### src/rtl/amo_pkg.sv
package amo_pkg;
  localparam int XLEN   = 64;
  localparam int NBYTE  = XLEN / 8;
  localparam int OFF_W  = $clog2(NBYTE);
  localparam int FC_W   = 5;

  localparam logic [FC_W-1:0] FC_ADD  = 5'd0;
  localparam logic [FC_W-1:0] FC_XOR  = 5'd1;
  localparam logic [FC_W-1:0] FC_OR   = 5'd2;
  localparam logic [FC_W-1:0] FC_AND  = 5'd3;
  localparam logic [FC_W-1:0] FC_MAXU = 5'd4;
  localparam logic [FC_W-1:0] FC_MAXS = 5'd5;
  localparam logic [FC_W-1:0] FC_MINU = 5'd6;
  localparam logic [FC_W-1:0] FC_MINS = 5'd7;
  localparam logic [FC_W-1:0] FC_SWAP = 5'd8;
  localparam logic [FC_W-1:0] FC_CSNE = 5'd16;
  localparam logic [FC_W-1:0] FC_INCB = 5'd24;
  localparam logic [FC_W-1:0] FC_INCE = 5'd25;
  localparam logic [FC_W-1:0] FC_DECB = 5'd28;

  typedef struct packed {
    logic            wr;
    logic [XLEN-1:0] wval;
    logic [XLEN-1:0] ret;
  } amo_res_t;

  function automatic logic [XLEN-1:0] width_mask(input logic [1:0] ew);
    case (ew)
      2'd0:    return 64'h0000_0000_0000_00FF;
      2'd1:    return 64'h0000_0000_0000_FFFF;
      2'd2:    return 64'h0000_0000_FFFF_FFFF;
      default: return '1;
    endcase
  endfunction

  function automatic logic [XLEN-1:0] top_bit(input logic [1:0] ew);
    case (ew)
      2'd0:    return 64'h0000_0000_0000_0080;
      2'd1:    return 64'h0000_0000_0000_8000;
      2'd2:    return 64'h0000_0000_8000_0000;
      default: return 64'h8000_0000_0000_0000;
    endcase
  endfunction

  function automatic logic [XLEN-1:0] sign_ext(input logic [XLEN-1:0] x,
                                               input logic [1:0] ew);
    case (ew)
      2'd0:    return {{56{x[7]}},  x[7:0]};
      2'd1:    return {{48{x[15]}}, x[15:0]};
      2'd2:    return {{32{x[31]}}, x[31:0]};
      default: return x;
    endcase
  endfunction

  function automatic logic [NBYTE-1:0] byte_mask(input logic [1:0] ew);
    case (ew)
      2'd0:    return 8'h01;
      2'd1:    return 8'h03;
      2'd2:    return 8'h0F;
      default: return 8'hFF;
    endcase
  endfunction

  function automatic logic aligned(input logic [OFF_W-1:0] off,
                                   input logic [1:0] ew);
    case (ew)
      2'd0:    return 1'b1;
      2'd1:    return off[0] == 1'b0;
      2'd2:    return off[1:0] == 2'b00;
      default: return off == '0;
    endcase
  endfunction
endpackage

### src/rtl/amo_decode.sv
module amo_decode
  import amo_pkg::*;
(
  input  logic            store,
  input  logic [FC_W-1:0] fc,
  input  logic [1:0]      ew,
  input  logic [OFF_W-1:0] off,
  output logic            legal,
  output logic            two_elem,
  output logic            below
);
  logic fn_ok;

  always_comb begin
    if (store) begin
      fn_ok    = (fc <= FC_MINS) || (fc == FC_INCB);
      two_elem = (fc == FC_INCB);
    end else begin
      fn_ok    = (fc <= FC_SWAP) || (fc == FC_CSNE) || (fc == FC_INCB) ||
                 (fc == FC_INCE) || (fc == FC_DECB);
      two_elem = (fc == FC_INCB) || (fc == FC_INCE) || (fc == FC_DECB);
    end
    below = !store && (fc == FC_DECB);
    legal = fn_ok && aligned(off, ew);
  end
endmodule

### src/rtl/amo_lane.sv
module amo_lane
  import amo_pkg::*;
(
  input  logic [1:0]       ew,
  input  logic [OFF_W-1:0] off,
  input  logic [XLEN-1:0]  rdata,
  input  logic [XLEN-1:0]  wval,
  output logic [XLEN-1:0]  elem,
  output logic [XLEN-1:0]  wdata,
  output logic [NBYTE-1:0] be
);
  logic [OFF_W+2:0] bit_sh;

  always_comb begin
    bit_sh = {off, 3'b000};
    elem   = (rdata >> bit_sh) & width_mask(ew);
    wdata  = (wval & width_mask(ew)) << bit_sh;
    be     = byte_mask(ew) << off;
  end
endmodule

### src/rtl/amo_compute.sv
module amo_compute
  import amo_pkg::*;
(
  input  logic            store,
  input  logic [FC_W-1:0] fc,
  input  logic [1:0]      ew,
  input  logic [XLEN-1:0] elem_a,
  input  logic [XLEN-1:0] elem_b,
  input  logic [XLEN-1:0] opa,
  input  logic [XLEN-1:0] opb,
  output amo_res_t        res
);
  logic [XLEN-1:0] mk, a, b, x, y, nv;
  logic            wr, gated;
  logic signed [XLEN-1:0] sa, sx;

  always_comb begin
    mk = width_mask(ew);
    a  = elem_a & mk;
    b  = elem_b & mk;
    x  = opa & mk;
    y  = opb & mk;
    sa = signed'(sign_ext(a, ew));
    sx = signed'(sign_ext(x, ew));
    wr    = 1'b1;
    gated = 1'b0;
    nv    = '0;
    case (fc)
      FC_ADD:  nv = a + x;
      FC_XOR:  nv = a ^ x;
      FC_OR:   nv = a | x;
      FC_AND:  nv = a & x;
      FC_MAXU: nv = (a > x) ? a : x;
      FC_MAXS: nv = (sa > sx) ? a : x;
      FC_MINU: nv = (a < x) ? a : x;
      FC_MINS: nv = (sa < sx) ? a : x;
      FC_SWAP: nv = x;
      FC_CSNE: begin
        wr = (a != x);
        nv = y;
      end
      FC_INCB: begin
        if (store) begin
          wr = (a == b);
          nv = x;
        end else begin
          gated = 1'b1;
          wr    = (a != b);
          nv    = a + 64'd1;
        end
      end
      FC_INCE: begin
        gated = 1'b1;
        wr    = (a == b);
        nv    = a + 64'd1;
      end
      FC_DECB: begin
        gated = 1'b1;
        wr    = (a != b);
        nv    = a - 64'd1;
      end
      default: wr = 1'b0;
    endcase
    res.wr   = wr;
    res.wval = nv & mk;
    if (store)
      res.ret = '0;
    else if (gated && !wr)
      res.ret = top_bit(ew);
    else
      res.ret = a;
  end
endmodule

### src/rtl/amo_unit.sv
module amo_unit
  import amo_pkg::*;
#(
  parameter int ADDR_W = 16
) (
  input  logic              clk,
  input  logic              rst_n,
  input  logic              req_valid,
  input  logic              req_store,
  input  logic [4:0]        req_fc,
  input  logic [1:0]        req_ew,
  input  logic [ADDR_W-1:0] req_addr,
  input  logic [63:0]       req_opa,
  input  logic [63:0]       req_opb,
  output logic              busy,
  output logic              rsp_done,
  output logic [63:0]       rsp_data,
  output logic              rsp_illegal,
  output logic              mem_req,
  output logic              mem_we,
  output logic [ADDR_W-4:0] mem_addr,
  output logic [7:0]        mem_be,
  output logic [63:0]       mem_wdata,
  input  logic [63:0]       mem_rdata
);
  localparam int WADDR_W = ADDR_W - OFF_W;
  localparam int NLANE   = 2;

  typedef enum logic [2:0] {
    ST_IDLE, ST_RDA, ST_CAPA, ST_CAPB, ST_EXEC, ST_WRB, ST_DONE
  } state_e;

  state_e            state;
  logic              store_q, two_q, ill_q;
  logic [FC_W-1:0]   fc_q;
  logic [1:0]        ew_q;
  logic [ADDR_W-1:0] ea_q, eb_q;
  logic [XLEN-1:0]   opa_q, opb_q, elem_a_q, elem_b_q, ret_q;

  // named events for the checker
  logic              accept, rd_fire, wr_fire;
  logic              dec_legal, dec_two, dec_below;
  logic [ADDR_W-1:0] step, eb_next;
  amo_res_t          res;

  logic [OFF_W-1:0]  lane_off   [NLANE];
  logic [XLEN-1:0]   lane_elem  [NLANE];
  logic [XLEN-1:0]   lane_wdata [NLANE];
  logic [NBYTE-1:0]  lane_be    [NLANE];

  assign accept = req_valid && (state == ST_IDLE);

  amo_decode u_dec (
    .store    (req_store),
    .fc       (req_fc),
    .ew       (req_ew),
    .off      (req_addr[OFF_W-1:0]),
    .legal    (dec_legal),
    .two_elem (dec_two),
    .below    (dec_below)
  );

  assign step    = ADDR_W'(1) << req_ew;
  assign eb_next = dec_below ? (req_addr - step) : (req_addr + step);

  assign lane_off[0] = ea_q[OFF_W-1:0];
  assign lane_off[1] = eb_q[OFF_W-1:0];

  for (genvar g = 0; g < NLANE; g++) begin : g_lane
    amo_lane u_lane (
      .ew    (ew_q),
      .off   (lane_off[g]),
      .rdata (mem_rdata),
      .wval  (res.wval),
      .elem  (lane_elem[g]),
      .wdata (lane_wdata[g]),
      .be    (lane_be[g])
    );
  end

  amo_compute u_cmp (
    .store  (store_q),
    .fc     (fc_q),
    .ew     (ew_q),
    .elem_a (elem_a_q),
    .elem_b (elem_b_q),
    .opa    (opa_q),
    .opb    (opb_q),
    .res    (res)
  );

  always_ff @(posedge clk) begin
    if (!rst_n) begin
      state    <= ST_IDLE;
      store_q  <= 1'b0;
      two_q    <= 1'b0;
      ill_q    <= 1'b0;
      fc_q     <= '0;
      ew_q     <= '0;
      ea_q     <= '0;
      eb_q     <= '0;
      opa_q    <= '0;
      opb_q    <= '0;
      elem_a_q <= '0;
      elem_b_q <= '0;
      ret_q    <= '0;
    end else begin
      case (state)
        ST_IDLE: begin
          if (accept) begin
            store_q <= req_store;
            fc_q    <= req_fc;
            ew_q    <= req_ew;
            ea_q    <= req_addr;
            eb_q    <= eb_next;
            opa_q   <= req_opa;
            opb_q   <= req_opb;
            two_q   <= dec_two;
            ill_q   <= !dec_legal;
            ret_q   <= '0;
            state   <= dec_legal ? ST_RDA : ST_DONE;
          end
        end
        ST_RDA:  state <= ST_CAPA;
        ST_CAPA: begin
          elem_a_q <= lane_elem[0];
          elem_b_q <= '0;
          state    <= two_q ? ST_CAPB : ST_EXEC;
        end
        ST_CAPB: begin
          elem_b_q <= lane_elem[1];
          state    <= ST_EXEC;
        end
        ST_EXEC: begin
          ret_q <= res.ret;
          state <= (res.wr && store_q && two_q) ? ST_WRB : ST_DONE;
        end
        ST_WRB:  state <= ST_DONE;
        default: state <= ST_IDLE;
      endcase
    end
  end

  assign rd_fire = (state == ST_RDA) || ((state == ST_CAPA) && two_q);
  assign wr_fire = ((state == ST_EXEC) && res.wr) || (state == ST_WRB);

  always_comb begin
    mem_req   = rd_fire || wr_fire;
    mem_we    = wr_fire;
    mem_addr  = ea_q[ADDR_W-1:OFF_W];
    mem_be    = '0;
    mem_wdata = '0;
    if ((state == ST_CAPA) || (state == ST_WRB))
      mem_addr = eb_q[ADDR_W-1:OFF_W];
    if (state == ST_EXEC && res.wr) begin
      mem_be    = lane_be[0];
      mem_wdata = lane_wdata[0];
    end else if (state == ST_WRB) begin
      mem_be    = lane_be[1];
      mem_wdata = lane_wdata[1];
    end
  end

  assign busy        = (state != ST_IDLE);
  assign rsp_done    = (state == ST_DONE);
  assign rsp_data    = ill_q ? '0 : ret_q;
  assign rsp_illegal = rsp_done && ill_q;

  logic [WADDR_W-1:0] unused_w;
  assign unused_w = '0;
endmodule

### config.mk
export PLATFORM = sky130hd
export DESIGN_NAME = amo_unit
export DESIGN_NICKNAME = d
export VERILOG_FILES = /design/src/rtl/amo_pkg.sv /design/src/rtl/amo_decode.sv /design/src/rtl/amo_lane.sv /design/src/rtl/amo_compute.sv /design/src/rtl/amo_unit.sv
export SDC_FILE = /design/constraint.sdc
export NUM_CORES = 2
export LEC_CHECK = 0
export ABC_AREA = 1
export BUFFER_PORTS_ARGS = -buffer_cell sky130_fd_sc_hd__buf_2
export CAP_MARGIN = 30
export CORE_MARGIN = 5
export CORE_UTILIZATION = 34
export DETAILED_ROUTE_END_ITERATION = 10
export PLACE_DENSITY_LB_ADDON = 0.25
export SYNTH_ARGS = -nofsm -noshare
export SYNTH_HDL_FRONTEND = slang
export SYNTH_HIERARCHICAL = 1
export SYNTH_SLANG_ARGS = --single-unit
### constraint.sdc
create_clock -name clk -period 8.16 [get_ports clk]
set_input_delay 1.224 -clock clk [delete_from_list [all_inputs] [get_ports clk]]
set_output_delay 1.224 -clock clk [all_outputs]
set_load 0.02 [all_outputs]
# ---- Yosys cells after proc, flatten, opt, wreduce, memory -nomap -nowiden
# Index checks and enable logic that the tools add are counted.
dict set report classes {
  n_addsub 5
  order_cmp 6
  n_eq_ne 30
  shifts 7
  n_mux 35
  bitwise 12
  reduce_logical 36
}
# cell n
set op_table {}
lappend op_table {{$pmux W64 S13} 1}
lappend op_table {{$pmux W64 S3} 4}
lappend op_table {{$mux W64} 11}
lappend op_table {{$and A64 B64 Y64} 9}
lappend op_table {{$pmux W64 S2} 2}
lappend op_table {{$gt A64 B64 Y1} 2}
lappend op_table {{$lt A64 B64 Y1} 2}
lappend op_table {{$ne A64 B64 Y1} 2}
lappend op_table {{$shl A64 B6 Y64} 2}
lappend op_table {{$shr A64 B6 Y64} 2}
lappend op_table {{$add A64 B1 Y64 const B} 1}
lappend op_table {{$add A64 B64 Y64} 1}
lappend op_table {{$eq A64 B64 Y1} 1}
lappend op_table {{$or A64 B64 Y64} 1}
lappend op_table {{$sub A64 B1 Y64 const B} 1}
lappend op_table {{$xor A64 B64 Y64} 1}
lappend op_table {{$eq A5 B5 Y1 const B} 8}
lappend op_table {{$pmux W8 S3} 1}
lappend op_table {{$eq A5 B3 Y1 const B} 4}
lappend op_table {{$pmux W3 S6} 1}
lappend op_table {{$add A16 B16 Y16} 1}
lappend op_table {{$mux W16} 1}
lappend op_table {{$mux W8} 2}
lappend op_table {{$shl A1 B2 Y16 const A} 1}
lappend op_table {{other kinds (32)} 69}
dict set report totals {
  regBits 365
  in_bits 219
  out_inout_bits 154
  word_cells 144
}

# ---- Logic depth before layout (Yosys ltp)
dict set report depth {
  word_depth 12
  mapped_depth 42
  depth_no_buf 41
}

# ---- By module
# Netlist, hierarchy kept.
# module n_inst cells_each area_per_inst_um2 seq_area_each_um2
set modules_own_cells {}
lappend modules_own_cells {amo_compute 1 4602 23234.8 0.0}
lappend modules_own_cells {amo_unit 1 2199 15595.0 7307.0}
lappend modules_own_cells {amo_lane 2 957 4197.8 0.0}
lappend modules_own_cells {amo_decode 1 28 153.9 0.0}

# ---- Worst setup path before layout
# OpenSTA, ideal clock, no wires.
dict set report synth_timing {
  kind {reg-to-output}
  startpoint {register ew_q[1]}
  endpoint {output mem_wdata[56]}
  arrival_ns 5.363
  t_required_ns 6.936
  path_slack_ns 1.573
  stages_incl_launch_ff 36
  path_buffers 7
  cell_sequence {dfxtp_1 buf_6 buf_2 buf_2 buf_1 nor2_1 nor2_1 nor2_1 nor2_1 clkbuf_1 a21oi_1 ha_1 nand2_1 nor2_1 nand3_1 nor3_1 nand2_1 nand4_1 nand2_1 nand2_1 nand2_1 nand3_1 buf_2 buf_2 nand3_1 o21ai_0 nor2_1 a21oi_1 nand2_1 a21oi_2 nand2_1 nand2_1 nand2_1 nand2_1 inv_1 o21ai_0}
}
# element line_no
set synth_lines {}
lappend synth_lines {{start, declared} amo_unit.sv:36} ;# logic [1:0] ew_q;
lappend synth_lines {{start signal, assigned} amo_unit.sv:113} ;# ew_q <= req_ew;
lappend synth_lines {{end, declared} amo_unit.sv:23} ;# output logic [63:0] mem_wdata,

==> run metrics <==
outcome finished, final reports clean; Flop pwr share 0.166; setup TNS 0 ns; CTS tree yes; fillers 15800; Synth Net Count 9298; #FFs+latches synth 365; FMAX 0.124 GHz; Commonest cells post-synth 2141 x nand2_1, 1446 x nor2_1, 976 x inv_1; number of DRC markers in iteration 0 10000; final instance area 0.0569 mm^2; largest net degree at the start of global routing 139; CP max stage delay 0.42 ns; Max-Cap Viols 0; Final Power 17.4 mW; CP max-delay cell dfxtp_4; ys async rst share 0; DRC viols 0; clk slew on worst S/H paths 0.06 ns; top-count cell post-synth nand2_1; Setup violations, final 0; Static Leak 28.0 nW; P_int 6.83 mW; Die Span X 383 um; Post-Synthesis Cell Area 0.0474 mm^2; CP startpoint ew_q[1]; area used by multi-input combinational logic 0.0346 mm^2; Clock power frac 0.120; DRT Pass-1 Iters 9; Avg Inst Size Synth 5.42 um^2; Reg2Reg Setup Slack 1.96 ns; placed cell areas 0.0546 mm^2; CTS Buffer Depth 3; crit start category register; final-report max-slew violation count 0; top cells by area, synth nand2_1 17%, dfxtp_1 15%, nor2_1 11%; std cell rows 137; Netlist cell types 64; final net count 9904; hold_buf cts 0; sequential cell area 0.00734 mm^2; Combinational Power Share 0.714; Final Hold Fails 0; global-route wire length before repair 474000 um; H-tree levels 2; clock skew 0.0458 ns; Buffers on Ports 372; area delta synth->final 20.2%; Worst Setup End Kind output pin; VDD IR max 0.000496 V; NetSw 10.6 mW; GRT Util Overall 0.456; top layer in use met5; Core ar. 0.139 mm^2; Slew HR 0.245; post-route ant nets 0; HPWL after DPL 284000 um; Worst Hold Class reg2reg; initial antenna violation count 37; total gr overflow 0; Syn Inst Count 8743; WS Path Type reg2out; main flop type after synthesis dfxtp_1; area leader, netlist nand2_1; vias in the first global route 60300; crit-path max FO 30; Clock Tree Root clkbuf_16; wire length on met2 144000 um; total wire length 353000 um; gpl congestion 1.15; sw frac 0.608; chip height 383 um; Final min period 8.06 ns; Yosys top cell area share 0.170; final core area utilization 0.409; dpl ws 0.371 ns; CTS Buf Count 44; Synth warnings 6; # IOs 373; period utilisation layout 0.987; Clock Latency Late Sink 0.67 ns; Crit path arrival time 6.83 ns; Pwr Density 306 mW/mm^2; share of cells above drive strength 1 0.146; initial core utilization 0.341; Via density 5.90; met3 routed WL 38700 um; via count 66500; number of synthesized flops with an enable pin 0; most used cell, CP nand2_1; Worst EP required 6.94 ns; CP bufs+invs 11; wire per inst 31.3 um; origin of the critical flop-to-flop path ew_q[1]; Num Clock Sinks 365; Final WS setup 0.105 ns; wire length on met1 139000 um; total die area 0.147 mm^2; Crit path max-delay family simple AND/OR/NAND/NOR gates; Worst Max-Slew Pin Slew 1.13 ns; HP Start ea_q[14]; register area share after synthesis 0.154
==> sequential cells by signal, summed over array words and instances (netlist names) <==
| register | cells |
|---|---|
| ea_q | 16 |
| eb_q | 16 |
| elem_a_q | 64 |
| elem_b_q | 64 |
| ew_q | 2 |
| fc_q | 5 |
| ill_q | 1 |
| opa_q | 64 |
| opb_q | 64 |
| ret_q | 64 |
| state | 3 |
| store_q | 1 |
| two_q | 1 |
==> power by group through the flow <==
stage	Clock (mW)	Combinational (mW)	Sequential, mW
after global routing	2.19	13.0	2.90
final	2.09	12.4	2.90
after detailed placement	0	11.7	2.90
after global placement	0	11.6	2.90
after floorplan	0	6.61	2.42
after CTS	2.12	11.7	2.86
==> cells by family (layout without fill, tap and decap cells) <==
group,count (synthesis),after routing,synth area share
simple gates,4878,4878,0.433
compound gates,1602,1602,0.181
buf+inv,1491,2126,0.129
flops,365,365,0.154
fa+ha+maj,336,336,0.0890
xor+xnor,69,69,0.0128
mux,2,2,0.000423
other cells,0,19,0
==> cell type report <==
type,instances,area share
flip-flops and latches,365,0.129
diodes,19,0.000835
repair inverters,1,0.000132
well taps,1876,0.0412
clock buffers,59,0.0216
clock inverters,16,0.00435
inverters,1017,0.0677
repair buffers,1033,0.128
multi-input cells,6887,0.608
==> final timing paths <==
| check | end | depth (start not counted) |
|---|---|---|
| setup / recovery | mem_wdata[49] | 35 |
| hold / removal | ea_q[14] | 2 |
| setup reg to reg | ret_q[31] | 24 |
| hold reg to reg | ea_q[14] | 2 |
==> cell usage in the layout, fill, tap and decap left out, types with 24 or more instances in the layout <==
master        n
dfxtp_1     354
nor3_1       48
inv_2        34
ha_1        328
nand3_2      24
buf_2       369
nand2_1    2119
o21ai_0     700
clkbuf_16    44
nor2_4       24
o22ai_1      31
nor2_1     1407
buf_4       627
nand3_1     928
inv_1       961
o211ai_1     59
nor2_2       47
a21oi_1     565
o21ai_1      92
nand2_2      29
xor2_1       41
buf_12       26
xnor2_1      28
nand4_1     144
==> worst register-to-register path: cells and delay by family (launching register included) <==
kind / cells / cell delay (ns)
DFF: 1 / 0.42
adders and majority gates: 1 / 0.32
AOI/OAI and AO/OA: 3 / 0.94
buffers and inverters: 6 / 1.68
and+or+nand+nor: 14 / 2.78
==> per-layer routing <==
metal  up-vias  global-route usage
met5         -                   0
met4        14               0.310
met3       955               0.108
met2      4400               0.674
met1     31600               0.587
li1      29600                   -
==> what timing repair did <==
item                                    in CTS  in global routing
pin swaps                                    2                 21
gates cloned                                 0                  1
endpoints found under the setup margin      28                 57
gates resized for setup                     22                170
setup buffers                                2                 19
==> stage by stage <==
step           hold slack (ns)  instances
5_1_grt                  0.474      11300
3_5_place_dp             0.440      11200
4_1_cts                  0.450      11200
2_1_floorplan            0.425       8743
3_3_place_gp             0.432      11200
6_report                 0.447      11300
Power figures use the tool's default switching activity.
